`src/rtl/evt_pkg.sv`:
```
package evt_pkg;
    localparam int DATA_W   = 64;
    localparam int ADDR_W   = 10;
    localparam int CHIDX_W  = 3;

    localparam logic [ADDR_W-1:0] A_CAP  = 10'h000;
    localparam logic [ADDR_W-1:0] A_GCFG = 10'h008;
    localparam logic [ADDR_W-1:0] A_STAT = 10'h010;
    localparam logic [ADDR_W-1:0] A_CNT  = 10'h018;

    // channel config, bits [4:0] of the config word
    typedef struct packed {
        logic f32;   // bit 4: force 32-bit compare
        logic vset;  // bit 3: next comparator write is the first match point
        logic per;   // bit 2: periodic
        logic lvl;   // bit 1: level (1) / edge (0)
        logic ie;    // bit 0: interrupt enable
    } ch_cfg_t;

    function automatic logic [DATA_W-1:0] cfg_word(ch_cfg_t c, logic cap);
        return {{(DATA_W-6){1'b0}}, cap, c};
    endfunction

    function automatic logic [DATA_W-1:0] low_half(logic [DATA_W-1:0] v);
        return {{(DATA_W-32){1'b0}}, v[31:0]};
    endfunction
endpackage

```
`src/rtl/evt_counter.sv`:
```
module evt_counter
    import evt_pkg::*;
(
    input  logic              clk,
    input  logic              rst,
    input  logic              run,
    input  logic              load,
    input  logic [DATA_W-1:0] load_val,
    output logic [DATA_W-1:0] cnt
);
    always_ff @(posedge clk) begin
        if (rst)       cnt <= '0;
        else if (run)  cnt <= cnt + 1'b1;
        else if (load) cnt <= load_val;
    end
endmodule

```
`src/rtl/evt_channel.sv`:
```
module evt_channel
    import evt_pkg::*;
#(
    parameter bit PER_CAP = 1'b1
) (
    input  logic              clk,
    input  logic              rst,
    input  logic              run,
    input  logic [DATA_W-1:0] cnt,
    input  logic              cfg_we,
    input  logic              cmp_we,
    input  logic [DATA_W-1:0] wdata,
    input  logic              stat_clr,
    output logic [DATA_W-1:0] cfg_rd,
    output logic [DATA_W-1:0] cmp_rd,
    output logic              stat,
    output logic              hit,
    output logic              irq
);
    ch_cfg_t           cfg, cfg_in;
    logic [DATA_W-1:0] cmp, period, cmp_in, adv;
    logic              per_next;
    logic              pulse;

    always_comb begin
        cfg_in = ch_cfg_t'(wdata[4:0]);
        if (!PER_CAP) begin
            cfg_in.per  = 1'b0;
            cfg_in.vset = 1'b0;
        end
        cmp_in = cfg.f32 ? low_half(wdata) : wdata;
        adv    = cfg.f32 ? low_half(cmp + period) : cmp + period;
        hit    = run && (cfg.f32 ? (cnt[31:0] == cmp[31:0]) : (cnt == cmp));
    end

    always_ff @(posedge clk) begin
        if (rst) begin
            cfg      <= '0;
            cmp      <= '0;
            period   <= '0;
            per_next <= 1'b0;
        end else if (cfg_we) begin
            cfg <= cfg_in;
        end else if (cmp_we) begin
            cfg.vset <= 1'b0;
            if (per_next) begin
                period   <= cmp_in;
                per_next <= 1'b0;
            end else begin
                cmp <= cmp_in;
                if (cfg.vset && cfg.per) per_next <= 1'b1;
            end
        end else if (hit && cfg.per) begin
            cmp <= adv;
        end
    end

    always_ff @(posedge clk) begin
        if (rst) begin
            stat  <= 1'b0;
            pulse <= 1'b0;
        end else begin
            if (hit && cfg.lvl)  stat <= 1'b1;
            else if (stat_clr)   stat <= 1'b0;
            pulse <= hit && !cfg.lvl && cfg.ie;
        end
    end

    assign irq    = cfg.lvl ? (stat && cfg.ie) : pulse;
    assign cfg_rd = cfg_word(cfg, PER_CAP);
    assign cmp_rd = cmp;
endmodule

```
`src/rtl/evt_timer.sv`:
```
module evt_timer
    import evt_pkg::*;
#(
    parameter int                 NUM_CH       = 3,
    parameter logic [NUM_CH-1:0]  PER_CAP_MASK = 3'b011,
    parameter logic [31:0]        TICK_FS      = 32'd10_000_000
) (
    input  logic                clk,
    input  logic                rst,
    input  logic                wr_en,
    input  logic                rd_en,
    input  logic [ADDR_W-1:0]   addr,
    input  logic [DATA_W-1:0]   wdata,
    output logic [DATA_W-1:0]   rdata,
    output logic [NUM_CH-1:0]   irq
);
    localparam logic [4:0]        NCH_M1   = 5'(NUM_CH - 1);
    localparam logic [DATA_W-1:0] CAP_WORD = {TICK_FS, 23'b0, 1'b1, 3'b0, NCH_M1};

    logic                gen_en;
    logic [DATA_W-1:0]   cnt_q;
    logic [NUM_CH-1:0]   stat_v, ch_hit;
    logic [DATA_W-1:0]   cfg_a [NUM_CH];
    logic [DATA_W-1:0]   cmp_a [NUM_CH];
    logic                is_ch, ch_reg;
    logic [CHIDX_W-1:0]  ch_idx;
    logic [DATA_W-1:0]   rd_mux;

    assign is_ch  = (addr[9:8] == 2'b01) && !addr[4] && (addr[2:0] == 3'b000);
    assign ch_idx = addr[7:5];
    assign ch_reg = addr[3];

    always_ff @(posedge clk) begin
        if (rst)                          gen_en <= 1'b0;
        else if (wr_en && addr == A_GCFG) gen_en <= wdata[0];
    end

    evt_counter u_cnt (
        .clk      (clk),
        .rst      (rst),
        .run      (gen_en),
        .load     (wr_en && addr == A_CNT),
        .load_val (wdata),
        .cnt      (cnt_q)
    );

    for (genvar i = 0; i < NUM_CH; i++) begin : g_ch
        logic sel;
        assign sel = wr_en && is_ch && (ch_idx == CHIDX_W'(i));
        evt_channel #(.PER_CAP(PER_CAP_MASK[i])) u_ch (
            .clk      (clk),
            .rst      (rst),
            .run      (gen_en),
            .cnt      (cnt_q),
            .cfg_we   (sel && !ch_reg),
            .cmp_we   (sel && ch_reg),
            .wdata    (wdata),
            .stat_clr (wr_en && addr == A_STAT && wdata[i]),
            .cfg_rd   (cfg_a[i]),
            .cmp_rd   (cmp_a[i]),
            .stat     (stat_v[i]),
            .hit      (ch_hit[i]),
            .irq      (irq[i])
        );
    end

    always_comb begin
        rd_mux = '0;
        if (is_ch) begin
            for (int i = 0; i < NUM_CH; i++)
                if (ch_idx == CHIDX_W'(i)) rd_mux = ch_reg ? cmp_a[i] : cfg_a[i];
        end else begin
            case (addr)
                A_CAP:   rd_mux = CAP_WORD;
                A_GCFG:  rd_mux = DATA_W'(gen_en);
                A_STAT:  rd_mux = DATA_W'(stat_v);
                A_CNT:   rd_mux = cnt_q;
                default: rd_mux = '0;
            endcase
        end
    end

    always_ff @(posedge clk) begin
        if (rst)        rdata <= '0;
        else if (rd_en) rdata <= rd_mux;
    end
endmodule

```
`config.mk`:
```
export PLATFORM = sky130hd
export DESIGN_NAME = evt_timer
export DESIGN_NICKNAME = d
export VERILOG_FILES = /design/src/rtl/evt_pkg.sv /design/src/rtl/evt_counter.sv /design/src/rtl/evt_channel.sv /design/src/rtl/evt_timer.sv
export SDC_FILE = /design/constraint.sdc
export NUM_CORES = 2
export LEC_CHECK = 0
export BUFFER_PORTS_ARGS = -buffer_cell sky130_fd_sc_hd__buf_2
export CORE_AREA = 2 2 230 254
export CTS_BUF_LIST = sky130_fd_sc_hd__clkbuf_8
export DETAILED_ROUTE_END_ITERATION = 10
export DIE_AREA = 0 0 232 256
export PLACE_DENSITY = 0.74
export SKIP_CTS_REPAIR_TIMING = 1
export SYNTH_ARGS = -nofsm -noshare
export SYNTH_HDL_FRONTEND = slang
export SYNTH_SLANG_ARGS = --single-unit
export TNS_END_PERCENT = 1
```
`constraint.sdc`:
```
create_clock -name clk -period 3 [get_ports clk]
set_input_delay 0.15 -clock clk [delete_from_list [all_inputs] [get_ports clk]]
set_output_delay 0.15 -clock clk [all_outputs]
set_load 0.005 [all_outputs]
```
* Word level (Yosys, flattened, before mapping)
Cells that the tools add are included. W data, S select, Z words.
Operators by class: reductions and logical operators 60, bitwise operators 3, eq/ne operators 14, add/sub/neg operators 3, multiplexer cells 42
Operator list (count):
- $mux W64 | 21
- $pmux W64 S4 | 1
- $eq A64 B64 Y1 | 3
- $add A64 B64 Y64 | 2
- $eq A32 B32 Y1 | 3
- $add A64 B1 Y64 const B | 1
- $logic_and A1 B1 Y1 | 37
- $eq A10 B5 Y1 const B | 2
- $mux W1 | 20
- $reduce_bool A2 Y1 | 8
- $reduce_and A3 Y1 | 4
- $eq A10 B4 Y1 const B | 1
- $logic_not A10 Y1 | 1
- $logic_not A3 Y1 | 2
- $reduce_and A2 Y1 | 3
- $logic_not A1 Y1 | 5
- $ne A2 B2 Y1 const B | 2
- $eq A3 B1 Y1 const B | 1
- $eq A3 B2 Y1 const B | 1
- $not A1 Y1 | 3
- $eq A2 B1 Y1 const B | 1
Storage, ports and cells: input bits 78, output and inout port bits 67, logic and storage cells 151, register bits after elaboration 470

* Logic depth before layout (Yosys ltp)
depth after elaboration 8, mapped depth 14, gate-level depth less buffers 13

* Hierarchy
A second synthesis with hierarchy kept.
Unflattened totals: cell total of the unflattened synthesis 4594, area total of the unflattened synthesis 35012.3 um^2
Modules (own cells, without submodules):
- evt_channel (g_ch[0].u_ch) | cells an instance 1419, instances 1, seq. area each 2722.6 um^2, area an instance 10558.9 um^2
- evt_channel (g_ch[1].u_ch) | cells an instance 1406, instances 1, seq. area each 2722.6 um^2, area an instance 10531.4 um^2
- evt_timer | cells an instance 765, instances 1, seq. area each 1301.2 um^2, area an instance 6135.9 um^2
- evt_counter | cells an instance 537, instances 1, seq. area each 1281.2 um^2, area an instance 4023.9 um^2
- evt_channel (g_ch[2].u_ch) | cells an instance 467, instances 1, seq. area each 1381.3 um^2, area an instance 3762.4 um^2

* Least setup slack after synthesis
Ideal clock, no wire load.
kind flip-flop to flip-flop, start register g_ch[1].u_ch.cmp[0], end register g_ch[1].u_ch.cmp[54], clock period less this slack 3.193 ns, data arrival time 3.105 ns, cell stages (with the launch flop) 14, buffers on the path 0, library setup time 0.088 ns, required time 2.912 ns, path slack -0.193 ns, path through dfxtp_1 > ha_1 > fa_1 > a21oi_1 > o2111ai_2 > a311oi_1 > o21ai_2 > a211oi_2 > o31a_1 > o21ba_2 > o31a_1 > o21bai_1 > xnor2_1 > a311oi_2
On the way: cells in the longest elaborated chain, start to end 6, elaborated cells between the ends (all ways) 11, classes of those cells add/sub (1); eq/ne (2); mux (4); reduce/logical (4)
RTL lines:
- start, declared | RTL line evt_channel.sv:21 | logic [DATA_W-1:0] cmp, period, cmp_in, adv;
- start signal, assigned | RTL line evt_channel.sv:50 | cmp <= cmp_in;
- start signal, assigned | RTL line evt_channel.sv:54 | cmp <= adv;
- parallel branches: the longest is 6 deep, another holds $add A64 B64 Y64
Several ways; the timed one is not identified. The select of a mux whose other input is x is not followed. A chain may end at the register's enable or synchronous reset.

* Final worst setup path
start register g_ch[1].u_ch.period[16], end register g_ch[1].u_ch.cmp[59]
On the way: cells in the longest elaborated chain, start to end 4
RTL lines:
- start, declared | RTL line evt_channel.sv:21
- start signal, assigned | RTL line evt_channel.sv:47 | period <= cmp_in;
- $add A64 B64 Y64
- $mux W64 | RTL line evt_channel.sv:32 | adv = cfg.f32 ? low_half(cmp + period) : cmp + period;
- $mux W64 | RTL line evt_channel.sv:53 | end else if (hit && cfg.per) begin
- $mux W64 | RTL line evt_channel.sv:44 | end else if (cmp_we) begin
Every way passes these cells. The select of a mux whose other input is x is not followed.

==> results_dict.tcl <==
set metrics [dict create \
    outcome "complete, but fails checks" \
    violations "hold timing, setup timing" \
    die_y_um 256 \
    hold_violations 1 \
    final_period_minus_worst_setup_slack_ps 3190 \
    synth_seq_area_share 0.304 \
    start_util 0.543 \
    netlist.area_leader.share 0.304 \
    top_fanout_value_on_the_critical_path 8 \
    worst-r2r-cell-count 11 \
    report.final.slew_viol_count 0 \
    dpl_worst_slack_ps -337 \
    synth_commonest_cells "nand2_1 (504), dfxtp_1 (470), a21oi_1 (351), nor2_1 (351), clkbuf_1 (255)" \
    power_frac_clock 0.485 \
    fin_worst_skew_ps 62.3 \
    maximum_number_of_pins_on_one_net_before_global_route_repair 175 \
    grt_first_pass_wirelength_um 184000 \
    global_route.overflow_total 0 \
    drt-initial-drc-count 3799 \
    fillers 4904 \
    max_capacitance_violation_count 0 \
    power.density_cell_area_mw_per_mm2 357 \
    hold_class "in2reg" \
    max-slew-margin-rel 0.363 \
    hold_start "addr[8]" \
    total_switching_power_mw 3.58 \
    grt_pass1_vias 30800 \
    htree_num_levels 3 \
    place.port_buffers 144 \
    global_placer_s_final_weighted_congestion 1.08 \
    crit_path_start_kind "flip-flop" \
    power.combinational.fraction 0.055 \
    num_vias 33500 \
    setup_slack_ps -193 \
    cts.path.max_buffers 3 \
    route.detailed.vias_per_inst 6.34 \
    cells_taking_the_most_area_after_synthesis "dfxtp_1 (30%), nand2_1 (6.1%), xnor2_1 (6.1%)" \
    reg2reg_end "g_ch[1].u_ch.cmp_rd[59]" \
    grt_setup_unrepaired "true" \
    p_int_mw 10.1 \
    postSynth.asyncResetShare 0 \
    design.final.nets 4660 \
    share_of_post_route_cells_with_drive_strength_above_1 0.207 \
    num_rows 92 \
    final-setup-viol-count 33 \
    totalNegativeSetupSlack_ps -2060 \
    synth_top_flop_cell "dfxtp_1" \
    hold_ws_ps -39.7 \
    flow.area_growth_from_synthesis_pct 24.1 \
    timing.reg2reg.setup_slack_ps -190 \
    critPathRequiredTime_ps 3600 \
    worst_r2r_startpoint "g_ch[1].u_ch.period[16]" \
    synthesis.area_mm2 0.0309 \
    track_usage 0.403 \
    tritoncts "built" \
    power_leakage_nw 15.7 \
    critical_path_class "reg2reg" \
    clkLatencyLatePin_ps 750 \
    seq_cells_post_synth 470 \
    clock_transition_at_the_registers_of_the_reported_paths_ps 70 \
    post_detailed_route_count_of_antenna_violating_nets 0 \
    core_region_area_mm2 0.0570 \
    power_frac_seq 0.460 \
    numCtsBuffers 85 \
    synth.net_count 4204 \
    hold-path-cell-count 5 \
    avg_synthesized_cell_area_um2 7.74 \
    sw_frac_of_total 0.262 \
    wire_per_inst_um 23.7 \
    cts_root_buf "clkbuf_8" \
    timing.critical_path.to_type "flip-flop" \
    cp_data_arrival_time_ps 3800 \
    floorplan.die.width_um 232 \
    antenna_found_initial 6 \
    totalWireLength_um 125000 \
    synth_enable_flop_cells 0 \
    first_pass_iteration_count_of_the_detailed_router 7 \
    dieArea_mm2 0.0594 \
    post_synthesis_cell_count 3997 \
    yosys.cell_count.top_type "nand2_1" \
    top_level_ports 145 \
    finalCritPeriodShare 1.06 \
    vdd.ir_drop.worst_uv 378 \
    yosys_warnings 0 \
    netlist.top_cell.by_area "dfxtp_1" \
    drc 0 \
    fmax_mhz 313 \
    hold-path-endpoint "gen_en" \
    cts_num_sinks 470 \
    worst-slew-pin-transition_ps 955 \
    dp.final_hpwl_um 89900 \
    p_total_mw 13.7 \
    synthDistinctLibCells 96 \
]
[cell families after synthesis]
kind of cell,synth area share
adder cells (fa/ha/maj),0.0527
flip-flops,0.304
multiplexers,0.0282
XOR/XNOR,0.0982
AO/OA/AOI/OAI,0.262
AND/OR/NAND/NOR,0.203
buffers and inverters,0.0521
[power by group through the flow]
stage | combinational (mW) | clock [mW] | sequential (mW)
floorplan | 0.276 | 0 | 6.45
global placement | 0.642 | 0 | 6.44
finish | 0.749 | 6.65 | 6.30
global route | 0.764 | 6.93 | 6.31
CTS | 0.648 | 6.65 | 6.31
detailed placement | 0.646 | 0 | 6.44
[flip-flops by register name (all words and copies together), names as in the netlist]
| signal | flops |
|---|---|
| rdata | 64 |
| g_ch.u_ch.per_next | 2 |
| g_ch.u_ch.cmp_rd | 192 |
| g_ch.u_ch.stat | 3 |
| gen_en | 1 |
| g_ch.u_ch.period | 128 |
| g_ch.u_ch.pulse | 3 |
| g_ch.u_ch.cfg_rd | 13 |
| u_cnt.cnt | 64 |
[worst max-delay path: stages, from the launching register on]
cell and delay, ps:
dfxtp_1 340, ha_4 320, nand4_1 180, or3_4 430
o311a_4 390, a2111oi_4 360, buf_4 190, o21ai_1 50
nor3b_2 170, or3_4 390, a41oi_2 150, o21ai_1 70
[cells in the final DEF (no fill, tap or decap), types with 16 or more instances in the layout]
| cell type | count |
|---|---|
| nand3_1 | 79 |
| a22o_1 | 79 |
| or3_1 | 19 |
| o211ai_1 | 21 |
| o21bai_1 | 27 |
| nand2_1 | 498 |
| buf_4 | 476 |
| nor3_1 | 43 |
| dfxtp_2 | 23 |
| buf_2 | 141 |
| xor2_1 | 131 |
| o21a_1 | 19 |
| a311oi_1 | 44 |
| ha_1 | 111 |
| inv_1 | 81 |
| clkbuf_8 | 105 |
| o22ai_1 | 26 |
| a211oi_1 | 194 |
| a22oi_1 | 61 |
| a221oi_1 | 16 |
| a21oi_1 | 338 |
| mux2i_1 | 86 |
| buf_12 | 19 |
| a31oi_1 | 32 |
| nor3b_1 | 42 |
| nor2_1 | 345 |
| xnor2_1 | 213 |
| nor4_1 | 27 |
| dlygate4sd3_1 | 67 |
| and3_1 | 81 |
| dfxtp_1 | 445 |
| a21o_1 | 61 |
| nand4_1 | 90 |
| o21ai_0 | 192 |
[through the flow]
step                cells  area, µm²  utilization
floorplan            3997      31000            -
global placement     5045      35200        0.618
finish               5276      38400        0.674
detailed placement   5045      35200        0.618
global route         5276      38400        0.674
CTS                  5200      37100        0.650
[layout make-up]
| class | count | area, µm² | area share |
|---|---|---|---|
| Multi-Input combinational cell | 3134 | 20600 | 0.536 |
| Tap cell | 752 | 941 | 0.0245 |
| Clock inverter | 50 | 375 | 0.00978 |
| Clock buffer | 105 | 1450 | 0.0376 |
| Inverter | 57 | 214 | 0.00557 |
| Timing Repair Buffer | 705 | 5370 | 0.140 |
| Sequential cell | 470 | 9450 | 0.246 |
| Antenna cell | 3 | 7.51 | 0.000196 |
[worst max-delay path by stage]
stage | start | end | cells after the start
after detailed placement | g_ch[1].u_ch.cmp_rd[16] | g_ch[1].u_ch.cmp_rd[53] | 12
after global routing | g_ch[1].u_ch.cmp_rd[21] | g_ch[1].u_ch.cmp_rd[56] | 13
final | g_ch[1].u_ch.period[16] | g_ch[1].u_ch.cmp_rd[59] | 11
after floorplan | g_ch[0].u_ch.cmp_rd[0] | g_ch[0].u_ch.cmp_rd[46] | 13
after CTS | g_ch[1].u_ch.cmp_rd[16] | g_ch[1].u_ch.cmp_rd[53] | 12
after global placement | g_ch[1].u_ch.cmp_rd[16] | g_ch[1].u_ch.cmp_rd[53] | 12
[metal layers]
layer  vias to the layer above  global-route usage  wire [µm]
met5                         -                   0          9
met1                     15500               0.477      46300
met3                       601              0.0748      10700
met2                      1923               0.611      54600
li1                      15400                   -          -
met4                         2               0.376      13400
(Power assumes the default switching activity.)
